[src/rtl/fwd_pkg.sv]
package fwd_pkg;

    // Start sequencer states
    typedef enum logic [1:0] {
        SQ_HOLD   = 2'd0,
        SQ_READY  = 2'd1,
        SQ_ACTIVE = 2'd2
    } seq_state_e;

    // Outcome phases within one window
    typedef enum logic [1:0] {
        PH_WATCH   = 2'd0,
        PH_DONE    = 2'd1,
        PH_RESTART = 2'd2
    } phase_e;

    // Classifier result bundle
    typedef struct packed {
        logic fast;
        logic slow;
        logic ok;
    } result_t;

    // Outputs of the outcome stage
    typedef struct packed {
        logic err;
        logic done;
        logic restart;
        logic watching;
    } outcome_t;

    function automatic logic any_result(input result_t r);
        return r.fast | r.slow | r.ok;
    endfunction

    function automatic int unsigned cnt_width(input int unsigned n);
        return (n < 2) ? 1 : $clog2(n + 1);
    endfunction

endpackage

[src/rtl/fwd_sync.sv]
module fwd_sync #(
    parameter int unsigned STAGES = 2
) (
    input  logic clk,
    input  logic rst,
    input  logic d,
    output logic q
);
    logic [STAGES-1:0] chain;

    generate
        if (STAGES == 1) begin : g_single
            always_ff @(posedge clk) begin
                if (rst) chain <= '0;
                else     chain <= d;
            end
        end else begin : g_multi
            always_ff @(posedge clk) begin
                if (rst) chain <= '0;
                else     chain <= {chain[STAGES-2:0], d};
            end
        end
    endgenerate

    assign q = chain[STAGES-1];
endmodule

[src/rtl/fwd_edge.sv]
module fwd_edge #(
    parameter bit RISING = 1'b1
) (
    input  logic clk,
    input  logic rst,
    input  logic level,
    output logic hit
);
    logic prev;

    always_ff @(posedge clk) begin
        if (rst) prev <= 1'b0;
        else     prev <= level;
    end

    generate
        if (RISING) begin : g_rise
            assign hit = level & ~prev;
        end else begin : g_fall
            assign hit = ~level & prev;
        end
    endgenerate
endmodule

[src/rtl/fwd_seq.sv]
module fwd_seq
    import fwd_pkg::*;
#(
    parameter int unsigned HOLD_CYC = 4
) (
    input  logic clk,
    input  logic rst,
    input  logic run_fall,
    output logic active
);
    localparam int unsigned HOLD_W = cnt_width(HOLD_CYC);
    localparam logic [HOLD_W-1:0] HOLD_LAST = HOLD_W'(HOLD_CYC - 1);

    seq_state_e        state;
    logic [HOLD_W-1:0] hold_cnt;

    always_ff @(posedge clk) begin
        if (rst) begin
            state    <= SQ_HOLD;
            hold_cnt <= '0;
        end else begin
            unique case (state)
                SQ_HOLD: begin
                    if (hold_cnt == HOLD_LAST) state <= SQ_READY;
                    else                       hold_cnt <= hold_cnt + 1'b1;
                end
                SQ_READY: begin
                    if (run_fall) state <= SQ_ACTIVE;
                end
                SQ_ACTIVE: state <= SQ_ACTIVE;
                default:   state <= SQ_HOLD;
            endcase
        end
    end

    assign active = (state == SQ_ACTIVE);
endmodule

[src/rtl/fwd_timeout.sv]
module fwd_timeout
    import fwd_pkg::*;
#(
    parameter int unsigned EDGES = 8
) (
    input  logic                           clk,
    input  logic                           rst,
    input  logic                           clear,
    input  logic                           step,
    output logic [cnt_width(EDGES)-1:0]    cnt,
    output logic                           last
);
    localparam int unsigned CNT_W = cnt_width(EDGES);
    localparam logic [CNT_W-1:0] TERM     = CNT_W'(EDGES);
    localparam logic [CNT_W-1:0] PRE_TERM = CNT_W'(EDGES - 1);

    always_ff @(posedge clk) begin
        if (rst || clear) begin
            cnt <= '0;
        end else if (step && (cnt != TERM)) begin
            cnt <= cnt + 1'b1;
        end
    end

    // The edge being processed now is the terminal one
    assign last = step && (cnt == PRE_TERM);
endmodule

[src/rtl/fwd_outcome.sv]
module fwd_outcome
    import fwd_pkg::*;
(
    input  logic     clk,
    input  logic     rst,
    input  logic     active,
    input  result_t  res,
    input  logic     last_edge,
    output outcome_t out
);
    phase_e phase;
    logic   err_q;
    logic   watching;
    logic   got_result;
    logic   expire;

    assign watching   = active && (phase == PH_WATCH);
    assign got_result = watching && any_result(res);
    assign expire     = watching && last_edge && !any_result(res);

    always_ff @(posedge clk) begin
        if (rst) begin
            phase <= PH_WATCH;
            err_q <= 1'b0;
        end else begin
            err_q <= expire;
            unique case (phase)
                PH_WATCH:   if (got_result || expire) phase <= PH_DONE;
                PH_DONE:    phase <= PH_RESTART;
                PH_RESTART: phase <= PH_WATCH;
                default:    phase <= PH_WATCH;
            endcase
        end
    end

    assign out.err      = err_q;
    assign out.done     = (phase == PH_DONE);
    assign out.restart  = (phase == PH_RESTART);
    assign out.watching = watching;
endmodule

[src/rtl/freq_watchdog.sv]
module freq_watchdog
    import fwd_pkg::*;
#(
    parameter int unsigned SYNC_STAGES   = 2,
    parameter int unsigned TIMEOUT_EDGES = 8,
    parameter int unsigned HOLD_CYC      = 4
) (
    input  logic clk,
    input  logic init_n,
    input  logic run_n,
    input  logic ref_lo,
    input  logic res_fast,
    input  logic res_slow,
    input  logic res_ok,
    output logic err_pulse,
    output logic done,
    output logic restart
);
    localparam int unsigned CNT_W   = cnt_width(TIMEOUT_EDGES);
    localparam int unsigned N_ASYNC = 2;

    logic               init_rst;
    logic [N_ASYNC-1:0] raw_in;
    logic [N_ASYNC-1:0] synced;
    logic [N_ASYNC-1:0] edge_hit;
    logic               ref_rise;
    logic               run_fall;
    logic               active;
    logic [CNT_W-1:0]   tmo_cnt;
    logic               tmo_last;
    result_t            res;
    outcome_t           oc;

    assign init_rst = ~init_n;
    assign raw_in   = {run_n, ref_lo};

    // Index 0: reference clock, rising edges; index 1: run, falling edges
    generate
        for (genvar i = 0; i < N_ASYNC; i++) begin : g_async
            fwd_sync #(.STAGES(SYNC_STAGES)) u_sync (
                .clk (clk),
                .rst (init_rst),
                .d   (raw_in[i]),
                .q   (synced[i])
            );
            fwd_edge #(.RISING(i == 0)) u_edge (
                .clk   (clk),
                .rst   (init_rst),
                .level (synced[i]),
                .hit   (edge_hit[i])
            );
        end
    endgenerate

    assign ref_rise = edge_hit[0];
    assign run_fall = edge_hit[1];

    fwd_seq #(.HOLD_CYC(HOLD_CYC)) u_seq (
        .clk      (clk),
        .rst      (init_rst),
        .run_fall (run_fall),
        .active   (active)
    );

    fwd_timeout #(.EDGES(TIMEOUT_EDGES)) u_tmo (
        .clk   (clk),
        .rst   (init_rst),
        .clear (oc.restart),
        .step  (oc.watching && ref_rise),
        .cnt   (tmo_cnt),
        .last  (tmo_last)
    );

    assign res = '{fast: res_fast, slow: res_slow, ok: res_ok};

    fwd_outcome u_oc (
        .clk       (clk),
        .rst       (init_rst),
        .active    (active),
        .res       (res),
        .last_edge (tmo_last),
        .out       (oc)
    );

    assign err_pulse = oc.err;
    assign done      = oc.done;
    assign restart   = oc.restart;
endmodule

[config.mk]
export PLATFORM = sky130hd
export DESIGN_NAME = freq_watchdog
export DESIGN_NICKNAME = d
export VERILOG_FILES = /design/src/rtl/fwd_pkg.sv /design/src/rtl/fwd_sync.sv /design/src/rtl/fwd_edge.sv /design/src/rtl/fwd_seq.sv /design/src/rtl/fwd_timeout.sv /design/src/rtl/fwd_outcome.sv /design/src/rtl/freq_watchdog.sv
export SDC_FILE = /design/constraint.sdc
export NUM_CORES = 1
export LEC_CHECK = 0
export ABC_CLOCK_PERIOD_IN_PS = 3100
export BUFFER_PORTS_ARGS = -buffer_cell sky130_fd_sc_hd__buf_2
export CORE_AREA = 5 5 44 46
export CTS_CLUSTER_SIZE = 12
export DETAILED_ROUTE_END_ITERATION = 10
export DIE_AREA = 0 0 49 51
export HOLD_SLACK_MARGIN = 0.05
export PLACE_DENSITY_LB_ADDON = 0.3
export SYNTH_ARGS = -nofsm -noshare
export SYNTH_HDL_FRONTEND = slang
export SYNTH_SLANG_ARGS = --single-unit
[constraint.sdc]
create_clock -name clk -period 3.1 [get_ports clk]
set_input_delay 0.31 -clock clk [delete_from_list [all_inputs] [get_ports clk]]
set_output_delay 0.31 -clock clk [all_outputs]
set_load 0.05 [all_outputs]
---- Word level (Yosys, flattened, before mapping) ----
Index checks and enable logic that the tools add are counted.
storage, ports and cells
  register bits after elaboration ......... 18
  bits in latches ......................... 0
  memory bits (writable) .................. 0
  memory bits (read-only) ................. 0
  output and inout bits ................... 3
  word-level logic and storage cells ...... 48
  memories ................................ 0
cells by class
  add/sub/neg operators ................... 2
  $mul .................................... 0
  div/mod/pow operators ................... 0
  $lt $le $gt $ge ......................... 0
  eq/ne operators ......................... 10
  shift-type cells ........................ 0
  mux-type cells .......................... 5
  bitwise logic cells ..................... 8
  reductions and logical operators ........ 14
operators by type and width
  cell                                                  number
  logical AND 1 bit                                     7
  two-way mux 2 bit                                     3
  case mux 2 bit (3 select lines)                       1
  adder 4 x 1 -> 4 bit (second input constant)          1
  equality test 2 x 1 -> 1 bit (second input constant)  2
  equality test 2 bit (second input constant)           2
  equality test 4 x 3 -> 1 bit (second input constant)  1
  logical NOT 2 bit                                     2
  != test 2 bit (second input constant)                 2
  != test 4 bit (second input constant)                 1
  inverter 1 bit                                        4
  case mux 2 bit (2 select lines)                       1
  AND reduction 2 bit                                   2
  adder 3 x 1 -> 3 bit (second input constant)          1
  equality test 3 x 2 -> 1 bit (second input constant)  1
  AND 1 bit                                             2
  logical OR 1 bit                                      2
  != test 2 x 1 -> 1 bit (second input constant)        1
  OR 1 bit                                              2
  logical NOT 1 bit                                     1

---- Depth between registers and ports, before layout ----
  depth in word-level cells ............... 9
  mapped depth ............................ 6
  mapped depth without buffers ............ 6

---- Hierarchy ----
From an unflattened synthesis, not the netlist that was laid out.
second synthesis, totals
  cell total of the unflattened synthesis .. 84
  area, all modules ....................... 855.8 um^2
modules (own cells, without submodules)
  module                        instances  cells an instance  area an instance (um^2)  seq. area each (um^2)
  fwd_seq                       1          29                 297.8                    100.1
  fwd_timeout                   1          25                 220.2                    80.1
  fwd_outcome                   1          14                 140.1                    60.1
  fwd_sync                      2          4                  52.6                     40.0
  fwd_edge (g_async[0].u_edge)  1          3                  47.5                     20.0
  fwd_edge (g_async[1].u_edge)  1          3                  35.0                     20.0
  freq_watchdog                 1          2                  10.0                     0.0

---- Least setup slack after synthesis ----
Ideal clock, no wire load.
  kind .................................... register to register
  from .................................... register u_oc.phase[1]
  to ...................................... register u_tmo.cnt[0]
  setup time .............................. 0.117 ns
  arrival time ............................ 1.436 ns
  required time ........................... 2.983 ns
  setup slack ............................. 1.548 ns
  cell stages (with the launch flop) ...... 4
  path buffers ............................ 0
  period minus slack after synthesis ...... 1.552 ns
  cells stage by stage .................... dfxtp_1 > nor2b_1 > nand2b_1 > nor2_1
on the way
  elaborated cells on any way between the ends .. 6
RTL lines
  item                    line                 RTL
  from (decl)             fwd_outcome.sv:11    phase_e phase;
  from (signal assigned)  fwd_outcome.sv:23    phase <= PH_WATCH;
  from (signal assigned)  fwd_outcome.sv:28    PH_WATCH: if (got_result || expire) phase <= PH_DONE;
  from (signal assigned)  fwd_outcome.sv:29    PH_DONE: phase <= PH_RESTART;
  equality test 2 bit     fwd_outcome.sv:38    assign out.restart = (phase == PH_RESTART);
  named net restart       freq_watchdog.sv:17  output logic restart
  logical OR 1 bit        fwd_timeout.sv:18    if (rst || clear) begin
  to (signal assigned)    fwd_timeout.sv:21    cnt <= cnt + 1'b1;
  to (decl)               fwd_timeout.sv:10    output logic [cnt_width(EDGES)-1:0] cnt,
The timed path passes the listed nets, and every way through them passes these cells.
A chain may end at the register's enable or synchronous reset.

---- Worst setup path in the final report ----
  from .................................... register u_seq.hold_cnt[0]
  to ...................................... register u_seq.state[1]
on the way
  word-level cells in the longest chain between the ends .. 3
RTL lines
  item                                     line           RTL
  from (decl)                              fwd_seq.sv:15  logic [HOLD_W-1:0] hold_cnt;
  from (signal assigned)                   fwd_seq.sv:25  else hold_cnt <= hold_cnt + 1'b1;
  equality test 3 x 2 -> 1 bit             fwd_seq.sv:24  if (hold_cnt == HOLD_LAST) state <= SQ_READY;
  != test 2 x 1 -> 1 bit (no source line)  --
  AND reduction 2 bit (no source line)     --
  to (signal assigned)                     fwd_seq.sv:24
  to (signal assigned)                     fwd_seq.sv:28  if (run_fall) state <= SQ_ACTIVE;
  to (signal assigned)                     fwd_seq.sv:30  SQ_ACTIVE: state <= SQ_ACTIVE;
  to (decl)                                fwd_seq.sv:14  seq_state_e state;
Every way passes these cells.

==> flow_metrics.py <==
metrics = {
    "worst_setup_path": {
        "cp_data_arrival_time_ns": 1.71,
        "worst_path_largest_cell_delay_ns": 0.33,
        "rrSetupSlack_ns": 1.59,
        "crit_path_end_kind": "register",
        "critPathBufInv": 0,
        "crit_chain": "ha_1 -> ha_1 -> nor2b_1 -> a21oi_1 -> mux2i_1 -> nor2b_1",
        "startpoint_type": "register",
        "cp.required_ns": 3.30,
        "crit_family": "simple AND/OR/NAND/NOR gates",
        "worst-path-max-fanout": 5,
        "crit_type": "reg -> reg",
        "slowest_stage": "dfxtp_1",
    },
    "synthesis": {
        "synthCells": 78,
        "synth-async-reset-ratio_pct": 0,
        "ys_types": 25,
        "syn_area_sq_um": 801,
        "ys_seq_area_share_pct": 45.0,
        "synth.avg_cell_area_sq_um": 10.3,
        "synth-edff-count": 0,
        "synthFlopType": "dfxtp_1",
        "ys_seq_elements": 18,
        "synth.area.top_cells": "dfxtp_1 (45%), ha_1 (13%), and2_1 (6.3%), nor2b_1 (5.5%), mux2i_1 (5.0%)",
        "synthesis.nets": 93,
        "synth_top_area_share_pct": 45.0,
        "synth_area_leader_cell": "dfxtp_1",
        "synth_common_cells": "dfxtp_1 (18), and2_1 (8), ha_1 (8), nor2b_1 (7), inv_1 (5)",
        "yosys_warnings": 0,
        "synth.most_common_cell": "dfxtp_1",
    },
    "finish": {
        "area_growth_pct": 12.2,
        "final_area_sq_um": 898,
        "layout.nets": 106,
        "layout-drive-gt1-share_pct": 16.7,
        "n_antenna_cell": 0,
    },
    "timing": {
        "tightest_slew_ns": 0.390,
        "hold_violations": 0,
        "setup_viol": 0,
        "max-slew-margin-rel_pct": 74.0,
        "finalCriticalPeriod_ns": 1.51,
        "fin_skew_ns": 0.0124,
        "finalSetupTns_ns": 0,
        "fin_crit_sh_pct": 48.6,
        "slew_viol_final": 0,
        "rsz0062_at_grt": "false",
        "max_freq_mhz": 664,
    },
    "route": {
        "drc_errors": 0,
        "route.detailed.wl_per_inst_microns": 11.2,
        "drt-total-wl_microns": 1190,
        "vias": 531,
        "ant_nets": 0,
        "first_pass_iters": 4,
        "vias_per_cell": 5.01,
        "drtIter0Drc": 6,
    },
    "cts": {
        "cts_root_buf": "clkbuf_4",
        "clkLatencyLatePin_ns": 0.30,
        "cts_tree": "yes",
        "cts_buffer_depth": 2,
        "clkTransAtPathRegs_ns": 0.11,
        "post_cts_buffers": 0,
        "cts_made_buffers": 3,
        "cts_resized": 0,
        "ctsHoldBuffers": 0,
        "cts_sinks": 18,
        "h-tree-depth": 1,
    },
    "die": {
        "coreArea_sq_um": 1470,
        "io_pins": 10,
        "die_y_microns": 51,
        "die_width_microns": 49,
        "start_util_pct": 54.4,
        "num_rows": 14,
        "die-area_sq_um": 2500,
    },
    "placed_design": {
        "place_area_sq_um": 862,
        "dpl.hpwl_microns": 879,
        "globalplace.congestion": 0.820,
        "portBuffers": 9,
    },
    "run_status": {
        "status": "finished clean",
    },
    "grt": {
        "grt_pass1_vias": 510,
        "antenna_found_initial": 0,
        "grtUsageTotal_pct": 10.8,
        "grt_first_pass_wirelength_microns": 2080,
        "grt_max_degree": 16,
        "grt_overflow": 0,
    },
    "pwr": {
        "ir_worst_vdd_uv": 441,
        "power_density_nw_per_um2": 655,
        "leakage_nw": 0.402,
    },
    "worst_hold_path": {
        "hp-class": "in -> reg",
    },
    "flow_run": {
        "maxCapViolCount": 0,
    },
}
## layout make-up
| cell class | instances | area [sq um] |
|---|---|---|
| fill | 125 | 573 |
| multi-input combinational | 54 | 418 |
| sequential | 18 | 360 |
| timing repair buffer | 9 | 45.0 |
| clock buffer | 4 | 36.3 |
| tap | 16 | 20.0 |
| inverter | 5 | 18.8 |
## power breakdown
part | internal, mW | total (mW) | switching, mW
registers | 0.264 | 0.282 | 0.0186
clock network | 0.0716 | 0.146 | 0.0742
logic | 0.0786 | 0.161 | 0.0824
total | 0.414 | 0.589 | 0.175
## worst reg2reg max path, delay by kind of cell (launching register included)
kind                     cells  cell delay [ns]
AND/OR/NAND/NOR              2             0.39
flip-flops                   1             0.33
adder cells (fa/ha/maj)      2             0.37
multiplexers                 1             0.18
AO/OA/AOI/OAI                1             0.15
## layout by cell type, fill, tap and decap left out, types with 3 or more instances in the layout
cell      Yosys  routed
and2_1        8       8
buf_2         0       9
clkbuf_4      0       3
dfxtp_1      18      18
ha_1          8       8
inv_1         5       5
mux2i_1       4       4
nand2_1       3       3
nor2_1        3       3
nor2b_1       7       7
## stage by stage
step	hold WS [ns]	worst slack (ns)	util (%)	total power, mW	cells
after floorplan	0.412	1.55	-	0.418	78
after global placement	0.415	1.68	58.6	0.440	102
after detailed placement	0.421	1.59	58.6	0.452	102
after CTS	0.212	1.58	61.1	0.598	106
after global routing	0.205	1.44	61.1	0.637	106
final	0.220	1.59	61.1	0.589	106
## cell families after synthesis
family,count (synthesis),share of synthesized area [%]
AO/OA/AOI/OAI,5,4.37
XOR/XNOR,3,3.28
adder cells (fa/ha/maj),8,12.5
buffers and inverters,6,2.81
flip-flops,18,45.0
multiplexers,4,5.00
AND/OR/NAND/NOR,34,27.0
## state kept, by name (all words and copies together), names as in the netlist
| register | flops |
|---|---|
| u_tmo.cnt | 4 |
| u_oc.err_q | 1 |
| u_seq.state | 2 |
| u_seq.hold_cnt | 3 |
| g_async.u_edge.prev | 2 |
| g_async.u_sync.chain | 4 |
| u_oc.phase | 2 |
## per-layer routing
metal	global-route usage, %	vias to the layer above	share of wire (%)
li1	-	282	-
met1	13.2	240	47
met2	16.3	5	48
met3	3.49	4	3.1
met4	6.73	0	1.9
met5	0	-	0
## final timing paths
path                         startpoint                          to  depth (start not counted)
max                   u_seq.hold_cnt[0]              u_seq.state[1]                          6
min                               run_n  g_async[1].u_sync.chain[0]                          2
max reg2reg           u_seq.hold_cnt[0]              u_seq.state[1]                          6
min reg2reg  g_async[0].u_sync.chain[0]  g_async[0].u_sync.chain[1]                          1
Power figures use the tool's default switching activity.
